`src/rtl/bws_pkg.sv`:
```
package bws_pkg;
   typedef enum logic [1:0] {
      OFF_KEEP  = 2'd0,
      OFF_SHIFT = 2'd1,
      OFF_LOAD  = 2'd2
   } off_act_e;

   function automatic int cnt_w(input int n);
      return $clog2(n + 1);
   endfunction
endpackage

```
`src/rtl/bws_stager.sv`:
```
module bws_stager #(
   parameter int W = 32
) (
   input  logic         clk,
   input  logic         rst,
   input  logic         wr_en,
   input  logic [7:0]   wr_byte,
   input  logic         taken,
   output logic [W-1:0] stage_q,
   output logic         full_q
);
   localparam int NB = W / 8;
   localparam int BCW = bws_pkg::cnt_w(NB);

   logic [BCW-1:0] cnt_q;
   logic [W-1:0]   stage_nx;
   logic           take;

   assign take = wr_en && !full_q;

   generate
      if (NB == 1) begin : g_one_byte
         assign stage_nx = wr_byte;
      end else begin : g_multi_byte
         assign stage_nx = {stage_q[W-9:0], wr_byte};
      end
   endgenerate

   always_ff @(posedge clk) begin
      if (rst) begin
         stage_q <= '0;
         cnt_q   <= '0;
         full_q  <= 1'b0;
      end else begin
         if (take) begin
            stage_q <= stage_nx;
            if (cnt_q == BCW'(NB - 1)) begin
               cnt_q  <= '0;
               full_q <= 1'b1;
            end else begin
               cnt_q <= cnt_q + BCW'(1);
            end
         end
         if (taken) full_q <= 1'b0;
      end
   end
endmodule

```
`src/rtl/bws_offloader.sv`:
```
module bws_offloader #(
   parameter int W = 32,
   parameter int M = 16
) (
   input  logic                                clk,
   input  logic                                rst,
   input  logic                                pending,
   input  logic [W-1:0]                        load_data,
   input  logic                                out_ready,
   output logic                                taken,
   output logic                                out_valid,
   output logic [M-1:0]                        out_data,
   output logic [bws_pkg::cnt_w(W/M)-1:0]      words_left
);
   import bws_pkg::*;
   localparam int NW = W / M;
   localparam int WCW = cnt_w(NW);

   logic [W-1:0]   off_q;
   logic [W-1:0]   off_shift;
   logic [WCW-1:0] left_q;
   logic           accept;
   off_act_e       act;

   assign out_valid  = (left_q != '0);
   assign accept     = out_valid && out_ready;
   assign out_data   = off_q[M-1:0];
   assign words_left = left_q;
   assign taken      = pending &&
                       ((left_q == '0) || ((left_q == WCW'(1)) && out_ready));

   generate
      if (NW == 1) begin : g_single_word
         assign off_shift = '0;
      end else begin : g_multi_word
         assign off_shift = {{M{1'b0}}, off_q[W-1:M]};
      end
   endgenerate

   always_comb begin
      if (taken)       act = OFF_LOAD;
      else if (accept) act = OFF_SHIFT;
      else             act = OFF_KEEP;
   end

   always_ff @(posedge clk) begin
      if (rst) begin
         off_q  <= '0;
         left_q <= '0;
      end else begin
         case (act)
            OFF_LOAD: begin
               off_q  <= load_data;
               left_q <= WCW'(NW);
            end
            OFF_SHIFT: begin
               off_q  <= off_shift;
               left_q <= left_q - WCW'(1);
            end
            default: ;
         endcase
      end
   end
endmodule

```
`src/rtl/byte_word_serializer.sv`:
```
module byte_word_serializer #(
   parameter int W = 32,
   parameter int M = 16
) (
   input  logic         clk,
   input  logic         rst,
   input  logic         wr_en,
   input  logic [7:0]   wr_byte,
   output logic         wr_busy,
   output logic         out_valid,
   input  logic         out_ready,
   output logic [M-1:0] out_data
);
   localparam int NW = W / M;
   localparam int WCW = bws_pkg::cnt_w(NW);

   // parameter legality
   initial begin
      if (M < 1 || W < 8 || (W % 8) != 0 || (W % M) != 0)
         $fatal(1, "byte_word_serializer: W must be a multiple of 8 and of M");
   end

   logic [W-1:0]   stage_q;
   logic           full_q;
   logic           taken;
   logic [WCW-1:0] words_left;

   bws_stager #(.W(W)) u_stage (
      .clk     (clk),
      .rst     (rst),
      .wr_en   (wr_en),
      .wr_byte (wr_byte),
      .taken   (taken),
      .stage_q (stage_q),
      .full_q  (full_q)
   );

   bws_offloader #(.W(W), .M(M)) u_off (
      .clk        (clk),
      .rst        (rst),
      .pending    (full_q),
      .load_data  (stage_q),
      .out_ready  (out_ready),
      .taken      (taken),
      .out_valid  (out_valid),
      .out_data   (out_data),
      .words_left (words_left)
   );

   assign wr_busy = full_q;
endmodule

```
`config.mk`:
```
export PLATFORM = sky130hd
export DESIGN_NAME = byte_word_serializer
export DESIGN_NICKNAME = d
export VERILOG_FILES = /design/src/rtl/bws_pkg.sv /design/src/rtl/bws_stager.sv /design/src/rtl/bws_offloader.sv /design/src/rtl/byte_word_serializer.sv
export SDC_FILE = /design/constraint.sdc
export NUM_CORES = 1
export LEC_CHECK = 0
export CORE_ASPECT_RATIO = 1.5
export CORE_MARGIN = 2
export CORE_UTILIZATION = 51
export DETAILED_ROUTE_END_ITERATION = 12
export GPL_TIMING_DRIVEN = 0
export PLACE_DENSITY_LB_ADDON = 0.25
export SYNTH_ARGS = -nofsm -noshare
export SYNTH_HDL_FRONTEND = slang
export SYNTH_HIERARCHICAL = 1
export SYNTH_SLANG_ARGS = --single-unit
```
`constraint.sdc`:
```
create_clock -name clk -period 2 [get_ports clk]
set_clock_uncertainty 0.2 [all_clocks]
set_input_delay 0.4 -clock clk [delete_from_list [all_inputs] [get_ports clk]]
set_output_delay 0.4 -clock clk [all_outputs]
set_load 0.005 [all_outputs]
```
==> results.yml, run 1 <==
global_routing:
  grt_first_pass_wirelength_um: 11150
  overflow: 0
  grt_usage_pct: 23.35
  antenna_found_initial: 0
  grt_max_degree: 12
  grt_pass1_vias: 2386
logic_synthesis:
  async_reset_ff_share_pct: 0
  synth_cell_types: 29
  synth_top_family_by_area: "compound AO/OA/AOI/OAI gates"
  ys_seq_area_share_pct: 47.54
  ys_dominant_reg_cell: "dfxtp_1"
  synth_top_cell_area_share_pct: 47.54
  muxShareOfSynthArea_pct: 0.9762
  synthXorXnorAreaFrac_pct: 0
  synth_area_um2: 2948
  yosys.area_share.simple_pct: 18.38
  syn_inst: 340
  synth-compound-area-share_pct: 21.18
  synth_area_leaders: "dfxtp_1 48%, nand2_1 8.7%, a21oi_1 6.3%, buf_4 6.1%, a311oi_2 5.1%"
  yosysTopAreaCell: "dfxtp_1"
  synth_adder_area_share_pct: 1.273
  ys.warnings.count: 6
  ys_seq_elements: 70
  syn_nets: 355
  synth_edf_count: 0
  syn_avg_cell_area_um2: 8.670
timing:
  timing.hold.ws_ns: 0.2121
  period_needed_ns: 1.917
  max_slew.worst_pin.slew_ns: 0.6341
  timing.fmax_mhz: 521.6
  rsz0062_at_grt: "false"
  finalHoldViolCount: 0
  fin_crit_sh_pct: 95.86
  fin_tns_setup_ns: 0
  drv_slew: 0
  setup_viol: 0
  relSlewSlack_pct: 57.73
floorplanning:
  core_area_um2: 5533
  die-area_um2: 6417
  die_h_um: 97.12
  fp-row-count: 33
  initial_core_util_pct: 53.28
  die_w_um: 66.08
  ios: 30
worst_hold_path:
  min_path_cells: 2
  hold_class: "primary input to flop"
drt:
  totalWireLength_um: 6849
  wl_per_cell_um: 15.05
  drt_iter0_drc: 112
  firstDrtPassIters: 4
  num_vias: 2502
  ant_nets: 0
  avgViaCountPerCell: 5.499
  post-route-drc-count: 0
setup_path:
  cp_num_cells: 1
  critPathMaxStageDelay_ns: 0.53
  rr_worst_depth: 8
  setup.worst_path.end: "wr_busy"
  reg2reg_slack_ns: 0.11
  path_cells: "clkdlybuf4s50_1"
  start_kind: "flop"
  critPathArrivalTime_ns: 1.32
  crit_path_end_kind: "output port"
  crit_slowest_cell: "clkdlybuf4s50_1"
  critPathLaunch: "u_stage/full_q"
  critPathBufInv: 1
  cp_top_family: "buffers and inverters"
  required_ns: 1.40
  regToRegEndpoint: "u_stage/full_q"
  path_class: "flop to output port"
  worstPathMaxFanout: 7
  rr_startpoint: "u_off/words_left[0]"
clock_tree:
  cts-root-buf: "clkbuf_8"
  clock_latency_ns: 0.35
  cts_buffers: 9
  cts_tree: "done"
  ctsLongestPathBuffers: 2
  clock-sinks: 70
  postCtsHoldBufs: 0
  path_clk_slew_ns: 0.07
  h-tree-depth: 3
pwr:
  peakVddDrop_uv: 555.2
  p_leak_uw: 0.001253
  pwr_density_cell_nw_per_um2: 917.5
  power_uw: 3268
run:
  maxCapViolations: 0
status:
  status: "completed"
cells_and_area:
  nFillCells: 489
  diodes: 0
  fin_nets: 396
  final_cell_area_um2: 3562
  area_delta_synth_final_pct: 20.84
  drive_above_1_share_pct: 19.22
place:
  port_buffers: 28
  gp_congestion: 0.8749
  placed_cell_area_um2: 3316
  hpwl_um: 5049
[kinds of logic after synthesis]
family          count (synthesis)
simple gates                  129
compound gates                 87
flops                          70
buf+inv                        49
fa+ha+maj                       3
mux                             2
[cell type report]
cell class	instances	area [um^2]	area share, %
buffer	46	302.8	8.500
clock buffer	12	165.2	4.636
clock inverter	3	42.54	1.194
inverter	3	11.26	0.3161
multi-input combinational	221	1254	35.19
sequential	70	1405	39.45
tap	70	87.58	2.459
timing repair buffer	30	294.0	8.254
[how the worst min path moves through the flow]
stage / startpoint / slack (ns) / endpoint
2_1_floorplan: u_stage/cnt_q[2] / 0.23 / u_stage/cnt_q[2]
3_3_place_gp: u_stage/cnt_q[2] / 0.24 / u_stage/cnt_q[2]
3_5_place_dp: u_stage/stage_q[27] / 0.25 / u_stage/stage_q[27]
4_1_cts: rst / 0.22 / u_stage/stage_q[20]
5_1_grt: rst / 0.27 / u_stage/stage_q[18]
6_report: rst / 0.21 / u_stage/stage_q[19]
[per-stage QoR]
step / utilization (%) / std cells / setup slack (ns)
6_report: 64.38 / 455 / 0.08279
5_1_grt: 64.38 / 455 / 0.02133
3_3_place_gp: 59.93 / 438 / -0.1656
2_1_floorplan: - / 340 / 0.2925
4_1_cts: 64.22 / 455 / 0.08898
3_5_place_dp: 59.93 / 438 / -0.1696
[state kept, by name (all words and copies together), names as in the netlist]
signal            flops
u_stage/full_q        1
u_stage/stage_q      32
u_off/off_q          32
u_stage/cnt_q         3
u_off/words_left      2
[metal layers]
| metal | GRT usage (%) | vias to the layer above | wire [um] |
|---|---|---|---|
| met2 | 40.02 | 66 | 3641 |
| met1 | 25.22 | 1172 | 2615 |
| li1 | - | 1243 | - |
| met3 | 3.476 | 21 | 261 |
| met4 | 16.80 | 0 | 331 |
| met5 | 0 | - | 0 |
[what timing repair did]
| item | CTS | global route |
|---|---|---|
| setup buffers | 2 | 0 |
| gates resized for setup | 8 | 2 |
| setup endpoints to repair | 2 | 5 |
[cells in the final DEF, fill, tap and decap left out, types with 10 or more instances in the layout]
cell type,n
a21oi_1,37
o21ai_0,15
clkbuf_8,12
a311oi_2,10
clkdlybuf4s50_1,27
dfxtp_1,67
a32oi_1,16
nor2_1,33
nand3_1,17
buf_4,26
nand2_1,68
[synth_stat cells (2+ instances only)]
cell and n:
nand2_1 68, o21ai_0 16, a21oi_1 37, nand3_1 17
a32oi_1 16, inv_1 3, a311oi_1 6, nor2b_1 3
nor2_1 33, buf_2 7, clkbuf_1 9, buf_4 24
and2_1 2, a311oi_2 10, buf_6 4, dfxtp_1 70
ha_1 3
[where the power goes]
| part | internal [uW] | total (uW) | switching (uW) |
|---|---|---|---|
| Combinational | 306 | 587 | 280 |
| Sequential | 1470 | 1510 | 44.7 |
| Clock | 669 | 1170 | 502 |
| Total | 2440 | 3270 | 827 |
Power figures use the tool's default switching activity.
==> run 2: changes to the inputs <==
- CTS_BUF_LIST: unset -> sky130_fd_sc_hd__clkbuf_8
- PLACE_DENSITY: unset -> 0.81
- PLACE_DENSITY_LB_ADDON: 0.25 -> unset
==> results.yml, run 2 (synthesized netlist as in run 1, its figures left out) <==
drt:
  wl_per_cell_um: 15.06
  totalWireLength_um: 6851
  drt_iter0_drc: 182
  avgViaCountPerCell: 5.547
  ant_nets: 0
  firstDrtPassIters: 5
  num_vias: 2524
  post-route-drc-count: 0
worst_hold_path:
  hold_class: "primary input to flop"
  min_from: "rst"
  hold_end: "u_stage/stage_q[19]"
  min_path_cells: 2
pwr:
  swShare_pct: 25.34
  power_frac_clock_pct: 40.0
  pwr_density_cell_nw_per_um2: 968.9
  power_uw: 3479
  peakVddDrop_uv: 663.8
  p_int_uw: 2598
  p_seq_share_pct: 43.4
  p_sw_uw: 881.5
  p_comb_share_pct: 16.6
  p_leak_uw: 0.001266
timing:
  relSlewSlack_pct: 59.85
  timing.final.ws_setup_ns: 0.07991
  fin_crit_sh_pct: 96.00
  finalHoldViolCount: 0
  timing.hold.ws_ns: 0.2104
  setup_viol: 0
  drv_slew: 0
  timing.fmax_mhz: 520.8
  max_slew.worst_pin.slew_ns: 0.6023
  period_needed_ns: 1.920
place:
  dp_slack_ns: -0.2019
  port_buffers: 28
  gp_congestion: 0.9242
  hpwl_um: 4904
setup_path:
  path_class: "primary input to flop"
  rr_worst_depth: 8
  regToRegEndpoint: "u_stage/full_q"
  critPathArrivalTime_ns: 1.95
  worstPathMaxFanout: 10
  start_kind: "primary input"
  rr_startpoint: "u_off/words_left[0]"
  reg2reg_slack_ns: 0.09
  required_ns: 2.03
  crit_path_end_kind: "flop"
floorplanning:
  die_w_um: 66.08
  initial_core_util_pct: 53.28
  core_area_um2: 5533
  ios: 30
  fp-row-count: 33
  die-area_um2: 6417
  die_h_um: 97.12
clock_tree:
  clock_latency_ns: 0.36
  ctsLongestPathBuffers: 2
  cts_tree: "done"
  cts_buffers: 9
  cts-root-buf: "clkbuf_8"
  h-tree-depth: 3
  path_clk_slew_ns: 0.07
  clock-sinks: 70
global_routing:
  overflow: 0
  grt_usage_pct: 23.80
  grt_first_pass_wirelength_um: 11500
  antenna_found_initial: 0
  grt_pass1_vias: 2400
  grt_max_degree: 14
run:
  maxCapViolations: 0
cells_and_area:
  area_delta_synth_final_pct: 21.82
  largestRegisters: "u_off/off_q x32, u_stage/stage_q x32, u_stage/cnt_q x3"
  drive_above_1_share_pct: 18.96
  mostFrequentLayoutCells: "68 x nand2_1, 68 x dfxtp_1, 37 x a21oi_1"
  fin_nets: 395
  diodes: 0
status:
  status: "completed"
## run 2: worst max-delay path by stage
stage	from	endpoint	slack, ns	cells after the start
6_report	out_ready	u_stage/full_q	0.08	6
5_1_grt	u_off/words_left[1]	u_off/off_q[8]	-0.01	7
4_1_cts	u_stage/full_q	wr_busy	0.01	1
3_5_place_dp	out_ready	u_stage/full_q	-0.20	6
3_3_place_gp	out_ready	u_stage/full_q	-0.18	6
2_1_floorplan	u_off/words_left[0]	u_stage/full_q	0.29	7
## run 2: repair_timing
item                       4_1_cts  5_1_grt
setup buffers                    1        0
pin swaps                        1        0
hold buffers                     0        0
setup endpoints to repair        1        7
hold endpoints to repair         0        0
resized for setup                6        2
gates cloned                     0        0
## run 2: per-stage QoR
stage	setup TNS, ns	instances	cell area [um^2]	util (%)
after floorplan	0	340	2948	-
after global placement	-2.175	438	3316	59.93
after detailed placement	-2.835	438	3316	59.93
after CTS	0	455	3581	64.72
after global routing	-0.01324	455	3591	64.90
final	0	455	3591	64.90
## run 2: worst max-delay path, stage by stage
cell and delay (ns):
clkdlybuf4s50_1 0.61, a21o_1 0.16, clkbuf_1 0.31, buf_4 0.25, and2_1 0.17, nor3_1 0.06
## run 2: cell type report
| type | instances | area (um^2) |
|---|---|---|
| plain buffers | 46 | 302.8 |
| clock buffers | 9 | 123.9 |
| clock inverters | 7 | 121.4 |
| fillers | 489 | 1942 |
| inverters | 3 | 11.26 |
| multi-input cells | 221 | 1254 |
| flip-flops and latches | 70 | 1404 |
| well taps | 70 | 87.58 |
| repair buffers | 29 | 286.5 |
## run 2: power groups by stage
stage | Clock [uW] | Combinational (uW) | Sequential (uW)
after detailed placement | 0 | 558 | 1540
final | 1390 | 576 | 1510
after floorplan | 0 | 377 | 1530
after CTS | 1400 | 569 | 1510
after global placement | 0 | 547 | 1540
after global routing | 1460 | 633 | 1520
## run 2: routing by layer
| metal | track usage, % | vias to the layer above | wire length [um] |
|---|---|---|---|
| met5 | 0 | - | 0 |
| met4 | 14.91 | 0 | 337 |
| met3 | 5.330 | 26 | 302 |
| met2 | 38.38 | 75 | 3474 |
| met1 | 27.88 | 1179 | 2736 |
| li1 | - | 1244 | - |
==> run 3: changes to the inputs <==
- SLEW_MARGIN: unset -> 20
==> results of run 3 <==
No change in the layout: final DEF, timing and power equal those of run 2.
